`config.mk`:
```
export PLATFORM = sky130hd
export DESIGN_NAME = muxbus_master
export DESIGN_NICKNAME = d
export VERILOG_FILES = /design/src/rtl/muxbus_pkg.sv /design/src/rtl/muxbus_seq.sv /design/src/rtl/muxbus_seldec.sv /design/src/rtl/muxbus_pins.sv /design/src/rtl/muxbus_rdcap.sv /design/src/rtl/muxbus_master.sv
export SDC_FILE = /design/constraint.sdc
export NUM_CORES = 1
export LEC_CHECK = 0
export CAP_MARGIN = 40
export CORE_ASPECT_RATIO = 1.25
export CORE_MARGIN = 2
export CORE_UTILIZATION = 25
export DETAILED_ROUTE_END_ITERATION = 16
export DONT_BUFFER_PORTS = 1
export HOLD_SLACK_MARGIN = 0.15
export MAX_ROUTING_LAYER = met4
export PLACE_DENSITY_LB_ADDON = 0.08
export SYNTH_ARGS = -nofsm -noshare
export SYNTH_HDL_FRONTEND = slang
export SYNTH_SLANG_ARGS = --single-unit
```
`constraint.sdc`:
```
create_clock -name clk -period 2.6 [get_ports clk]
set_input_delay 0.39 -clock clk [delete_from_list [all_inputs] [get_ports clk]]
set_output_delay 0.39 -clock clk [all_outputs]
set_load 0.03 [all_outputs]
```
`src/rtl/muxbus_pkg.sv`:
```
// Shared types for the multiplexed bus master.
// Assumes at most four external device selects.
package muxbus_pkg;
    typedef enum logic [1:0] {
        PH_IDLE = 2'd0,
        PH_ADDR = 2'd1,
        PH_DAT1 = 2'd2,
        PH_DAT2 = 2'd3
    } phase_e;

    typedef enum logic [1:0] {
        SEL_LATCH  = 2'd0,
        SEL_SINGLE = 2'd1,
        SEL_DUAL   = 2'd2,
        SEL_QUAD   = 2'd3
    } selmode_e;

    localparam int unsigned NUM_SEL = 4;
endpackage

```
`src/rtl/muxbus_seq.sv`:
```
// Access sequencer: takes one request while idle and steps through one address
// cycle and two data cycles, then one idle cycle.
// Assumes the requester keeps the request stable in the cycle it is sampled.
module muxbus_seq
    import muxbus_pkg::*;
#(
    parameter int unsigned ADDR_W = 16,
    parameter int unsigned DATA_W = 16
) (
    input  logic              clk,
    input  logic              rst_n,
    input  logic              req_valid,
    input  logic              req_write,
    input  logic [ADDR_W-1:0] req_addr,
    input  logic [DATA_W-1:0] req_wdata,
    output phase_e            phase,
    output logic              cur_write,
    output logic [ADDR_W-1:0] cur_addr,
    output logic [DATA_W-1:0] cur_wdata,
    output logic              busy
);
    logic take;

    // Accept a request only while idle.
    assign take = (phase == PH_IDLE) && req_valid;

    // Phase register advancing through a fixed three-cycle access.
    always_ff @(posedge clk) begin
        if (!rst_n) begin
            phase <= PH_IDLE;
        end else begin
            case (phase)
                PH_IDLE: phase <= take ? PH_ADDR : PH_IDLE;
                PH_ADDR: phase <= PH_DAT1;
                PH_DAT1: phase <= PH_DAT2;
                default: phase <= PH_IDLE;
            endcase
        end
    end

    // Hold the accepted request for the whole access.
    always_ff @(posedge clk) begin
        if (!rst_n) begin
            cur_write <= 1'b0;
            cur_addr  <= '0;
            cur_wdata <= '0;
        end else if (take) begin
            cur_write <= req_write;
            cur_addr  <= req_addr;
            cur_wdata <= req_wdata;
        end
    end

    // Busy for the three access cycles.
    assign busy = (phase != PH_IDLE);
endmodule

```
`src/rtl/muxbus_seldec.sv`:
```
// Device select decoder: in dual or quad mode drives one active-low select
// for the whole access, picked by the top one or two address bits.
// Assumes ADDR_W >= 2.
module muxbus_seldec
    import muxbus_pkg::*;
#(
    parameter int unsigned ADDR_W = 16
) (
    input  phase_e            phase,
    input  selmode_e          mode,
    input  logic [ADDR_W-1:0] cur_addr,
    output logic [NUM_SEL-1:0] sel_n
);
    logic       in_access;
    logic       decode_en;
    logic [1:0] idx;

    // Select index depends on how many devices are configured.
    always_comb begin
        in_access = (phase != PH_IDLE);
        decode_en = (mode == SEL_DUAL) || (mode == SEL_QUAD);
        if (mode == SEL_QUAD) begin
            idx = cur_addr[ADDR_W-1 -: 2];
        end else begin
            idx = {1'b0, cur_addr[ADDR_W-1]};
        end
    end

    // One comparator per select line.
    for (genvar g = 0; g < NUM_SEL; g++) begin : g_sel
        assign sel_n[g] = !(in_access && decode_en && (idx == 2'(g)));
    end
endmodule

```
`src/rtl/muxbus_pins.sv`:
```
// Pin driver: latch strobe or single select, read/write strobes and the
// driven value and enable of the shared pins, decoded from the phase.
// Assumes ADDR_W <= DATA_W; the address is zero-extended.
module muxbus_pins
    import muxbus_pkg::*;
#(
    parameter int unsigned ADDR_W = 16,
    parameter int unsigned DATA_W = 16
) (
    input  phase_e            phase,
    input  selmode_e          mode,
    input  logic              latch_high,
    input  logic              cur_write,
    input  logic [ADDR_W-1:0] cur_addr,
    input  logic [DATA_W-1:0] cur_wdata,
    output logic              latch_pin,
    output logic              rd_n,
    output logic              wr_n,
    output logic [DATA_W-1:0] ad_out,
    output logic              ad_oe
);
    logic in_data;

    // Latch pin: single select in mode 1, else a strobe on the address cycle.
    always_comb begin
        if (mode == SEL_SINGLE) begin
            latch_pin = (phase == PH_IDLE);
        end else if (phase == PH_ADDR) begin
            latch_pin = latch_high;
        end else begin
            latch_pin = !latch_high;
        end
    end

    // Strobes and shared pin drive for address and data cycles.
    always_comb begin
        in_data = (phase == PH_DAT1) || (phase == PH_DAT2);
        rd_n    = !(in_data && !cur_write);
        wr_n    = !(in_data && cur_write);
        ad_out  = '0;
        ad_oe   = 1'b0;
        if (phase == PH_ADDR) begin
            ad_out = DATA_W'(cur_addr);
            ad_oe  = 1'b1;
        end else if (in_data && cur_write) begin
            ad_out = cur_wdata;
            ad_oe  = 1'b1;
        end
    end
endmodule

```
`src/rtl/muxbus_rdcap.sv`:
```
// Read capture: samples the shared pins at the edge that ends the second
// read data cycle and presents them with a one-cycle valid.
// Assumes the external device holds data valid up to that edge.
module muxbus_rdcap
    import muxbus_pkg::*;
#(
    parameter int unsigned DATA_W = 16
) (
    input  logic              clk,
    input  logic              rst_n,
    input  phase_e            phase,
    input  logic              cur_write,
    input  logic [DATA_W-1:0] ad_in,
    output logic              rsp_valid,
    output logic [DATA_W-1:0] rsp_rdata
);
    logic cap;

    // Capture on the last read data cycle.
    assign cap = (phase == PH_DAT2) && !cur_write;

    // Register read data and its valid pulse.
    always_ff @(posedge clk) begin
        if (!rst_n) begin
            rsp_valid <= 1'b0;
            rsp_rdata <= '0;
        end else begin
            rsp_valid <= cap;
            if (cap) begin
                rsp_rdata <= ad_in;
            end
        end
    end
endmodule

```
`src/rtl/muxbus_master.sv`:
```
// Multiplexed address/data bus master top level.
// Runs one access at a time: address cycle, two data cycles, one idle cycle.
// Assumes cfg_sel_mode and cfg_latch_high change only while busy is low.
module muxbus_master
    import muxbus_pkg::*;
#(
    parameter int unsigned ADDR_W = 16,
    parameter int unsigned DATA_W = 16
) (
    input  logic              clk,
    input  logic              rst_n,
    input  logic [1:0]        cfg_sel_mode,
    input  logic              cfg_latch_high,
    input  logic              req_valid,
    input  logic              req_write,
    input  logic [ADDR_W-1:0] req_addr,
    input  logic [DATA_W-1:0] req_wdata,
    output logic              busy,
    output logic              rsp_valid,
    output logic [DATA_W-1:0] rsp_rdata,
    output logic              bus_latch,
    output logic [3:0]        bus_sel_n,
    output logic              bus_rd_n,
    output logic              bus_wr_n,
    output logic [DATA_W-1:0] bus_ad_out,
    output logic              bus_ad_oe,
    input  logic [DATA_W-1:0] bus_ad_in
);
    phase_e            phase;
    selmode_e          mode;
    logic              cur_write;
    logic [ADDR_W-1:0] cur_addr;
    logic [DATA_W-1:0] cur_wdata;

    // Decode the raw mode input into the enumerated type.
    assign mode = selmode_e'(cfg_sel_mode);

    muxbus_seq #(.ADDR_W(ADDR_W), .DATA_W(DATA_W)) u_seq (
        .clk       (clk),
        .rst_n     (rst_n),
        .req_valid (req_valid),
        .req_write (req_write),
        .req_addr  (req_addr),
        .req_wdata (req_wdata),
        .phase     (phase),
        .cur_write (cur_write),
        .cur_addr  (cur_addr),
        .cur_wdata (cur_wdata),
        .busy      (busy)
    );

    muxbus_seldec #(.ADDR_W(ADDR_W)) u_seldec (
        .phase    (phase),
        .mode     (mode),
        .cur_addr (cur_addr),
        .sel_n    (bus_sel_n)
    );

    muxbus_pins #(.ADDR_W(ADDR_W), .DATA_W(DATA_W)) u_pins (
        .phase      (phase),
        .mode       (mode),
        .latch_high (cfg_latch_high),
        .cur_write  (cur_write),
        .cur_addr   (cur_addr),
        .cur_wdata  (cur_wdata),
        .latch_pin  (bus_latch),
        .rd_n       (bus_rd_n),
        .wr_n       (bus_wr_n),
        .ad_out     (bus_ad_out),
        .ad_oe      (bus_ad_oe)
    );

    muxbus_rdcap #(.DATA_W(DATA_W)) u_rdcap (
        .clk       (clk),
        .rst_n     (rst_n),
        .phase     (phase),
        .cur_write (cur_write),
        .ad_in     (bus_ad_in),
        .rsp_valid (rsp_valid),
        .rsp_rdata (rsp_rdata)
    );
endmodule

```
==> results of run 1 <==
## how the worst max path moves through the flow
stage          cells past startpoint        endpoint            from
2_1_floorplan                      5   bus_ad_out[1]  u_seq.phase[1]
3_3_place_gp                       5  bus_ad_out[13]  u_seq.phase[0]
3_5_place_dp                       5   bus_ad_out[6]  u_seq.phase[0]
4_1_cts                            5   bus_ad_out[6]  u_seq.phase[0]
5_1_grt                            5   bus_ad_out[6]  u_seq.phase[1]
6_report                           5   bus_ad_out[6]  u_seq.phase[1]
## Yosys cell counts (all sizes together), types with 2 or more instances
cell    number
inv          4
buf         15
dfxtp       52
clkbuf       7
nand2      134
ha           4
a21boi      49
o21ai       17
mux2i        2
and2         4
nor2b        3
## where the power goes
part / switching (mW) / internal, mW / total, mW / leakage (nW)
combinational: 0.249 / 0.124 / 0.373 / 0.465
clock: 0.302 / 0.453 / 0.755 / 0.0798
sequential: 0.0603 / 0.863 / 0.923 / 0.424
## cell type report
| class | count | share of cell area |
|---|---|---|
| multi-input cells | 222 | 0.437 |
| flip-flops and latches | 52 | 0.383 |
| well taps | 126 | 0.0580 |
| repair buffers | 18 | 0.0544 |
| clock buffers | 5 | 0.0461 |
| clock inverters | 3 | 0.0157 |
| inverters | 4 | 0.00553 |
## registers in the layout (all words and copies together), names as in the netlist
signal and flops:
u_rdcap.rsp_rdata 16, u_seq.cur_addr 16, u_seq.cur_wdata 16, u_seq.phase 2, u_rdcap.rsp_valid 1, u_seq.cur_write 1
## metal layers
layer  GRT usage  vias to the layer above  routed length, µm
met3      0.0456                        7                454
met1       0.139                      886               2620
met5           -                        -                  0
li1            -                      966                  -
met4      0.0418                        0                 91
met2       0.221                       60               3150
## through the flow
stage                util  total power, mW  hold slack (ns)  cells
finish              0.286             2.05            0.217    430
global route        0.286             2.18            0.208    430
CTS                 0.286             2.10            0.214    430
detailed placement  0.268             1.33            0.449    422
global placement    0.268             1.32            0.443    422
floorplan               -             1.25            0.435    300
## kinds of logic after synthesis
kind of cell,Yosys count
buffers and inverters,26
multiplexers,2
XOR/XNOR,1
flip-flops,52
adder cells (fa/ha/maj),4
AND/OR/NAND/NOR,146
AO/OA/AOI/OAI,69
## worst register-to-register path, cell delays in order, from the launching register on
cell,delay (ns)
sky130_fd_sc_hd__dfxtp_1,0.34
sky130_fd_sc_hd__inv_1,0.12
sky130_fd_sc_hd__ha_1,0.23
sky130_fd_sc_hd__and2_1,0.47
sky130_fd_sc_hd__buf_12,0.24
sky130_fd_sc_hd__nand2_1,0.08
sky130_fd_sc_hd__a21boi_1,0.12
==> PnR_summary.wiki, run 1 <==
{| class="wikitable"
! Metric !! Value
|-
| Count of unresolved DRC violations after routing || 0
|-
| CP max stage cell || sky130_fd_sc_hd__o21a_1
|-
| Leak Pwr || roughly 0.97 nW
|-
| Final layout net count || ~360
|-
| Critical path data required time || about 2.2 ns
|-
| Multiplexer share of the synthesized area || 0.00831
|-
| Rel. slew slack || 0.526
|-
| Cell Area, Placed || approximately 2500 µm²
|-
| Total of endpoints with negative setup slack in the final report || 0
|-
| Top fanout value on the critical path || 10
|-
| Cell area after layout || ~2700 µm²
|-
| Overall die area || between 10000 and 15000 µm²
|-
| Global router's overall resource usage || 0.129
|-
| Final sum of negative setup slack || 0 ns
|-
| Min-delay worst type || input pin to flip-flop
|-
| Slew at the pin closest to its max-slew limit || 0.711 ns
|-
| DP Worst Slack || 0.561 ns
|-
| Gp weighted congestion || 0.739
|-
| Total via count after detailed routing || about 1900
|-
| Post-synth top flop || sky130_fd_sc_hd__dfxtp_1
|-
| Count of routing violations after the opening detailed-route iteration || just under 70
|-
| Warnings from Yosys || 0
|-
| Port Buffers || 0
|-
| Die width || approximately 92 µm
|-
| Cts bufs inserted || 5
|-
| Number of enable-type register cells in the synthesized netlist || 0
|-
| Vias in the first global route || approximately 2000
|-
| Top-area cell type share of the netlist area || 0.432
|-
| Net count after synthesis || ~360
|-
| Critical hold path startpoint || rst_n
|-
| Worst-case setup margin in the final layout || between 0.2 and 0.3 ns
|-
| Simple logic cell fraction of the synthesized area || 0.240
|-
| Cell variety after synth || 28
|-
| Number of routed nets with antenna violations || 0
|-
| Worst EP arrival || ~2 ns
|-
| Post-synthesis instance area || 2410 µm²
|-
| Antenna Diode Count || 0
|-
| Insertion delay to the later sink of the worst-skew pair || ~0.29 ns
|-
| Final max-slew violation count || 0
|-
| Asr flop ratio synth || 0
|-
| Xor and xnor fraction of the mapped netlist area || 0.00363
|-
| Starting utilization of the core area || 0.253
|-
| Leading cell type in the layout, fill and taps excluded || sky130_fd_sc_hd__nand2_1
|-
| Internal reg-to-reg setup slack || between 0.9 and 1 ns
|-
| Post-synthesis compound-gate area fraction || 0.220
|-
| Number of buffers and inverters on the critical path || 1
|-
| Wire length of the first global-routing pass || ~10 mm
|-
| Clock root cell || sky130_fd_sc_hd__clkbuf_16
|-
| Placeable Area || 9510 µm²
|-
| Slowest cell delay on critical path || 0.41 ns
|-
| Sequential-to-total area share from yosys stat || 0.432
|-
| Detailed-route wire length || ~6.3 mm
|-
| Worst r2r src || u_seq.phase[1]
|-
| Final critical path time including I/O delays and setup || 2.34 ns
|-
| Clock tree buffer depth || 2
|-
| Number of placement rows || 40
|-
| Die boundary height || around 110 µm
|-
| Library cell occupying the most area in the post-synthesis netlist || sky130_fd_sc_hd__dfxtp_1
|-
| Timing-limited maximum frequency || 0.428 GHz
|-
| Status || completed
|-
| Largest delay share family, worst path || compound AO/OA/AOI/OAI gates
|-
| Dominant combinational cell family by area after synthesis || simple AND/OR/NAND/NOR gates
|-
| Top-level I/O count || 97
|-
| TritonCTS clock tree || yes
|-
| Area of combinational cells with multiple inputs || 1190 µm²
|-
| Detailed-route vias per instance || ~4.5
|-
| Largest net degree at the start of global routing || 53
|-
| R2R depth || 6
|-
| Commonest non-fill, non-tap cells in the layout || sky130_fd_sc_hd__nand2_1 (134), sky130_fd_sc_hd__dfxtp_1 (52), sky130_fd_sc_hd__a21boi_1 (30)
|-
| Synthesized area per cell || 8.03 µm²
|-
| RSZ-0062 raised after global routing || false
|-
| Final Skew || between 0.005 and 0.006 ns
|-
| H-tree depth reported by CTS || 2
|-
| Hold bufs inserted after CTS || 0
|-
| Worst R2R End || u_seq.cur_wdata[8]
|-
| Quantity of gates resized following cts || 0
|-
| Average routed wire per standard cell || 14.7 µm
|-
| Post-CTS setup buffer count || 0
|-
| Worst IR drop on VDD || around 0.23 mV
|-
| Crit. End Element || primary output
|-
| Number of cells traversed by the worst hold path || 1
|-
| Ratio of cells with drive above 1 in the final layout || 0.135
|-
| Power per standard cell area || 755 nW/µm²
|-
| Count of filler cells inserted in the layout || 1065
|-
| Clock sinks || 52
|-
| Post-synthesis share of cell area spent on full adders, half adders and majority gates || 0.0208
|-
| Sequential cell area || approximately 1000 µm²
|-
| DP HPWL || 4.33 mm
|-
| Flip-flop and latch count after synthesis || 52
|-
| Critical path startpoint category || flip-flop
|-
| Worst-case hold path end point || u_rdcap.rsp_valid
|-
| Synth area leaders || sky130_fd_sc_hd__dfxtp_1 (43%), sky130_fd_sc_hd__nand2_1 (21%), sky130_fd_sc_hd__a21boi_1 (9.3%)
|-
| Total global routing overflow || 0
|-
| Number of hold violations in the final report || 0
|-
| Final critical-path share of the clock period || 0.899
|-
| Antenna violations before repair || 0
|-
| Pre-antenna DRT Iters || 4
|-
| Max-cap violations || 0
|-
| Synthesized instance count || 300
|-
| Critical path type || flip-flop to primary output
|-
| Layout Area Growth over Synthesis || 12.7%
|-
| CTS clk-pin slew, worst paths || ~0.070 ns
|-
| Worst-path cell chain || ha_1 > o21a_1 > buf_4 > nand2_1 > o21ai_2
|}
No activity file was read; power rests on OpenSTA's default activity.
==> inputs of run 2 (changes only) <==
--- a/config.mk
+++ b/config.mk
@@ -14,6 +14,7 @@
 export HOLD_SLACK_MARGIN = 0.15
 export MAX_ROUTING_LAYER = met4
 export PLACE_DENSITY_LB_ADDON = 0.08
+export SETUP_SLACK_MARGIN = 0.05
 export SYNTH_ARGS = -nofsm -noshare
 export SYNTH_HDL_FRONTEND = slang
 export SYNTH_SLANG_ARGS = --single-unit
==> results of run 2 <==
Final layout, timing and power as in run 1 (identical DEF).
==> inputs of run 3 (changes only) <==
--- a/config.mk
+++ b/config.mk
@@ -6,6 +6,8 @@
 export NUM_CORES = 1
 export LEC_CHECK = 0
 export CAP_MARGIN = 40
+export CELL_PAD_IN_SITES_DETAIL_PLACEMENT = 1
+export CELL_PAD_IN_SITES_GLOBAL_PLACEMENT = 1
 export CORE_ASPECT_RATIO = 1.25
 export CORE_MARGIN = 2
 export CORE_UTILIZATION = 25
==> constraint.sdc (replaced) <==
create_clock -name clk -period 2.8 [get_ports clk]
set_input_delay 0.42 -clock clk [delete_from_list [all_inputs] [get_ports clk]]
set_output_delay 0.42 -clock clk [all_outputs]
set_load 0.03 [all_outputs]
==> PnR_summary.wiki, run 3 (synthesized netlist as in run 1, its figures left out) <==
{| class="wikitable"
! Metric !! Value
|-
| Hold bufs inserted after CTS || 0 (unchanged)
|-
| DP HPWL || 4.53 mm (+4.6%)
|-
| Worst R2R End || u_seq.cur_wdata[10]
|-
| Clock tree buffer depth || 2 (unchanged)
|-
| Detailed-route wire length || 6.59 mm (+4.3%)
|-
| Final critical path time including I/O delays and setup || about 2.5 ns
|-
| Starting utilization of the core area || 0.253 (unchanged)
|-
| Worst IR drop on VDD || 0.245 mV (+6.5%)
|-
| Biggest regs || u_rdcap.rsp_rdata x16, u_seq.cur_addr x16, u_seq.cur_wdata x16
|-
| Clock sinks || 52 (unchanged)
|-
| Antenna Diode Count || 0 (unchanged)
|-
| Final critical-path share of the clock period || 0.878
|-
| Final sum of negative setup slack || 0 ns (unchanged)
|-
| Number of cells traversed by the worst hold path || 1 (unchanged)
|-
| DP Worst Slack || 0.624 ns (+0.0626 ns)
|-
| Global router's overall resource usage || 0.131 (+0.00206)
|-
| Top fanout value on the critical path || 17 (+7)
|-
| Ratio of cells with drive above 1 in the final layout || 0.126 (-0.00862)
|-
| Internal reg-to-reg setup slack || 1.03 ns (+0.10 ns)
|-
| Vias in the first global route || 1932 (-3.6%)
|-
| Worst r2r src || u_seq.phase[1]
|-
| Timing-limited maximum frequency || a little over 0.4 GHz
|-
| Critical hold path startpoint || rst_n
|-
| Post-CTS setup buffer count || 0 (unchanged)
|-
| Number of hold violations in the final report || 0 (unchanged)
|-
| Total via count after detailed routing || 1919 (unchanged)
|-
| Gp weighted congestion || 0.664 (-10%)
|-
| Largest net degree at the start of global routing || 53 (unchanged)
|-
| Critical path type || flip-flop to primary output
|-
| Post-Route Utilization || 0.280 (-0.00579)
|-
| Die boundary height || 114 µm (unchanged)
|-
| R2R depth || 6 (unchanged)
|-
| Rel. slew slack || 0.522 (-0.00459)
|-
| Commonest non-fill, non-tap cells in the layout || sky130_fd_sc_hd__nand2_1 (134), sky130_fd_sc_hd__dfxtp_1 (52), sky130_fd_sc_hd__a21boi_1 (30)
|-
| Leak Pwr || 0.946 nW (-2.4%)
|-
| Final max-slew violation count || 0 (unchanged)
|-
| Final Skew || 0.00566 ns (-0.0000921 ns)
|-
| Wire length of the first global-routing pass || 10.3 mm (+1.5%)
|-
| H-tree depth reported by CTS || 2 (unchanged)
|-
| Pre-antenna DRT Iters || 4 (unchanged)
|-
| Die width || 91.8 µm (unchanged)
|-
| Min-delay worst type || input pin to flip-flop
|-
| Final layout net count || 362 (unchanged)
|-
| Critical path startpoint category || flip-flop
|-
| Cts bufs inserted || 5 (unchanged)
|-
| Power per standard cell area || 666 nW/µm² (-12%)
|-
| Total global routing overflow || 0 (unchanged)
|-
| Number of routed nets with antenna violations || 0 (unchanged)
|-
| Placeable Area || 9510 µm² (unchanged)
|-
| Worst-case setup margin in the final layout || 0.341 ns (+0.0777 ns)
|-
| Crit. End Element || primary output
|-
| Cell Area, Placed || 2540 µm² (-0.49%)
|-
| Critical path data required time || 2.38 ns (+0.17 ns)
|-
| Detailed-route vias per instance || 4.49 (+0.70%)
|-
| Status || completed
|-
| CTS clk-pin slew, worst paths || 0.07 ns (about the same)
|-
| Overall die area || 10400 µm² (unchanged)
|-
| Antenna violations before repair || 0 (unchanged)
|-
| Worst-case hold path end point || u_rdcap.rsp_valid
|-
| TritonCTS clock tree || yes
|-
| Slew at the pin closest to its max-slew limit || 0.717 ns (+0.00688 ns)
|-
| RSZ-0062 raised after global routing || false
|-
| Clock root cell || sky130_fd_sc_hd__clkbuf_16
|-
| Layout Area Growth over Synthesis || 10.4%
|-
| Max-cap violations || 0 (unchanged)
|-
| Quantity of gates resized following cts || 0 (unchanged)
|-
| Top-level I/O count || 97 (unchanged)
|-
| Worst EP arrival || 2.04 ns (+0.09 ns)
|-
| Insertion delay to the later sink of the worst-skew pair || 0.29 ns (about the same)
|-
| Port Buffers || 0 (unchanged)
|-
| Average routed wire per standard cell || 15.4 µm (+5.0%)
|-
| Count of routing violations after the opening detailed-route iteration || 47 (-32%)
|-
| Leading cell type in the layout, fill and taps excluded || sky130_fd_sc_hd__nand2_1
|-
| Cell area after layout || 2660 µm² (-2.0%)
|-
| Total of endpoints with negative setup slack in the final report || 0 (unchanged)
|-
| Number of placement rows || 40 (unchanged)
|-
| Count of unresolved DRC violations after routing || 0 (unchanged)
|}
==> run 3: changes by cell type in the layout (fill, tap and decap cells not counted), sizes merged <==
cell      before  now
clkinv         1    0
bufinv         1    0
clkinvlp       1    0
==> run 3: worst max-delay path by stage <==
| stage | startpoint | to | slack [ns] | cells past startpoint |
|---|---|---|---|---|
| final | u_seq.phase[1] | bus_ad_out[12] | 0.34 | 4 |
| after detailed placement | u_seq.phase[0] | bus_ad_out[12] | 0.62 | 4 |
| after CTS | u_seq.phase[1] | bus_ad_out[12] | 0.30 | 4 |
| after global routing | u_seq.phase[1] | bus_ad_out[0] | 0.09 | 5 |
| after global placement | u_seq.phase[1] | bus_ad_out[12] | 0.65 | 4 |
| after floorplan | u_seq.phase[1] | bus_ad_out[1] | 0.74 | 5 |
==> run 3: routing by layer <==
| layer | vias up | GRT usage | part of all wire |
|---|---|---|---|
| li1 | 962 | - | - |
| met1 | 899 | 0.143 | 0.42 |
| met2 | 55 | 0.225 | 0.51 |
| met3 | 3 | 0.0416 | 0.070 |
| met4 | 0 | 0.0448 | 0.0044 |
| met5 | - | - | 0 |
==> run 3: layout make-up <==
| class | instances | area [µm²] |
|---|---|---|
| timing repair buffer | 18 | 135 |
| sequential | 52 | 1040 |
| tap | 126 | 158 |
| clock buffer | 5 | 125 |
| inverter | 4 | 15.0 |
| multi-input combinational | 222 | 1190 |
| fill | 1155 | 6850 |
==> run 3: worst max-delay path: stages, from the launching register on <==
cell	delay [ns]
sky130_fd_sc_hd__dfxtp_1	0.39
sky130_fd_sc_hd__ha_1	0.23
sky130_fd_sc_hd__o21a_1	0.62
sky130_fd_sc_hd__nand2_1	0.15
sky130_fd_sc_hd__o21ai_2	0.37
==> run 3: power breakdown <==
group          switching (mW)  internal (mW)
Clock                   0.254          0.317
Sequential             0.0545          0.801
Combinational           0.235          0.110
Total                   0.544           1.23
==> run 3: through the flow <==
stage / hold slack, ns / cells / total power [mW]
5_1_grt: 0.248 / 427 / 1.89
3_3_place_gp: 0.443 / 422 / 1.22
4_1_cts: 0.245 / 427 / 1.82
6_report: 0.259 / 427 / 1.77
3_5_place_dp: 0.448 / 422 / 1.23
2_1_floorplan: 0.435 / 300 / 1.16
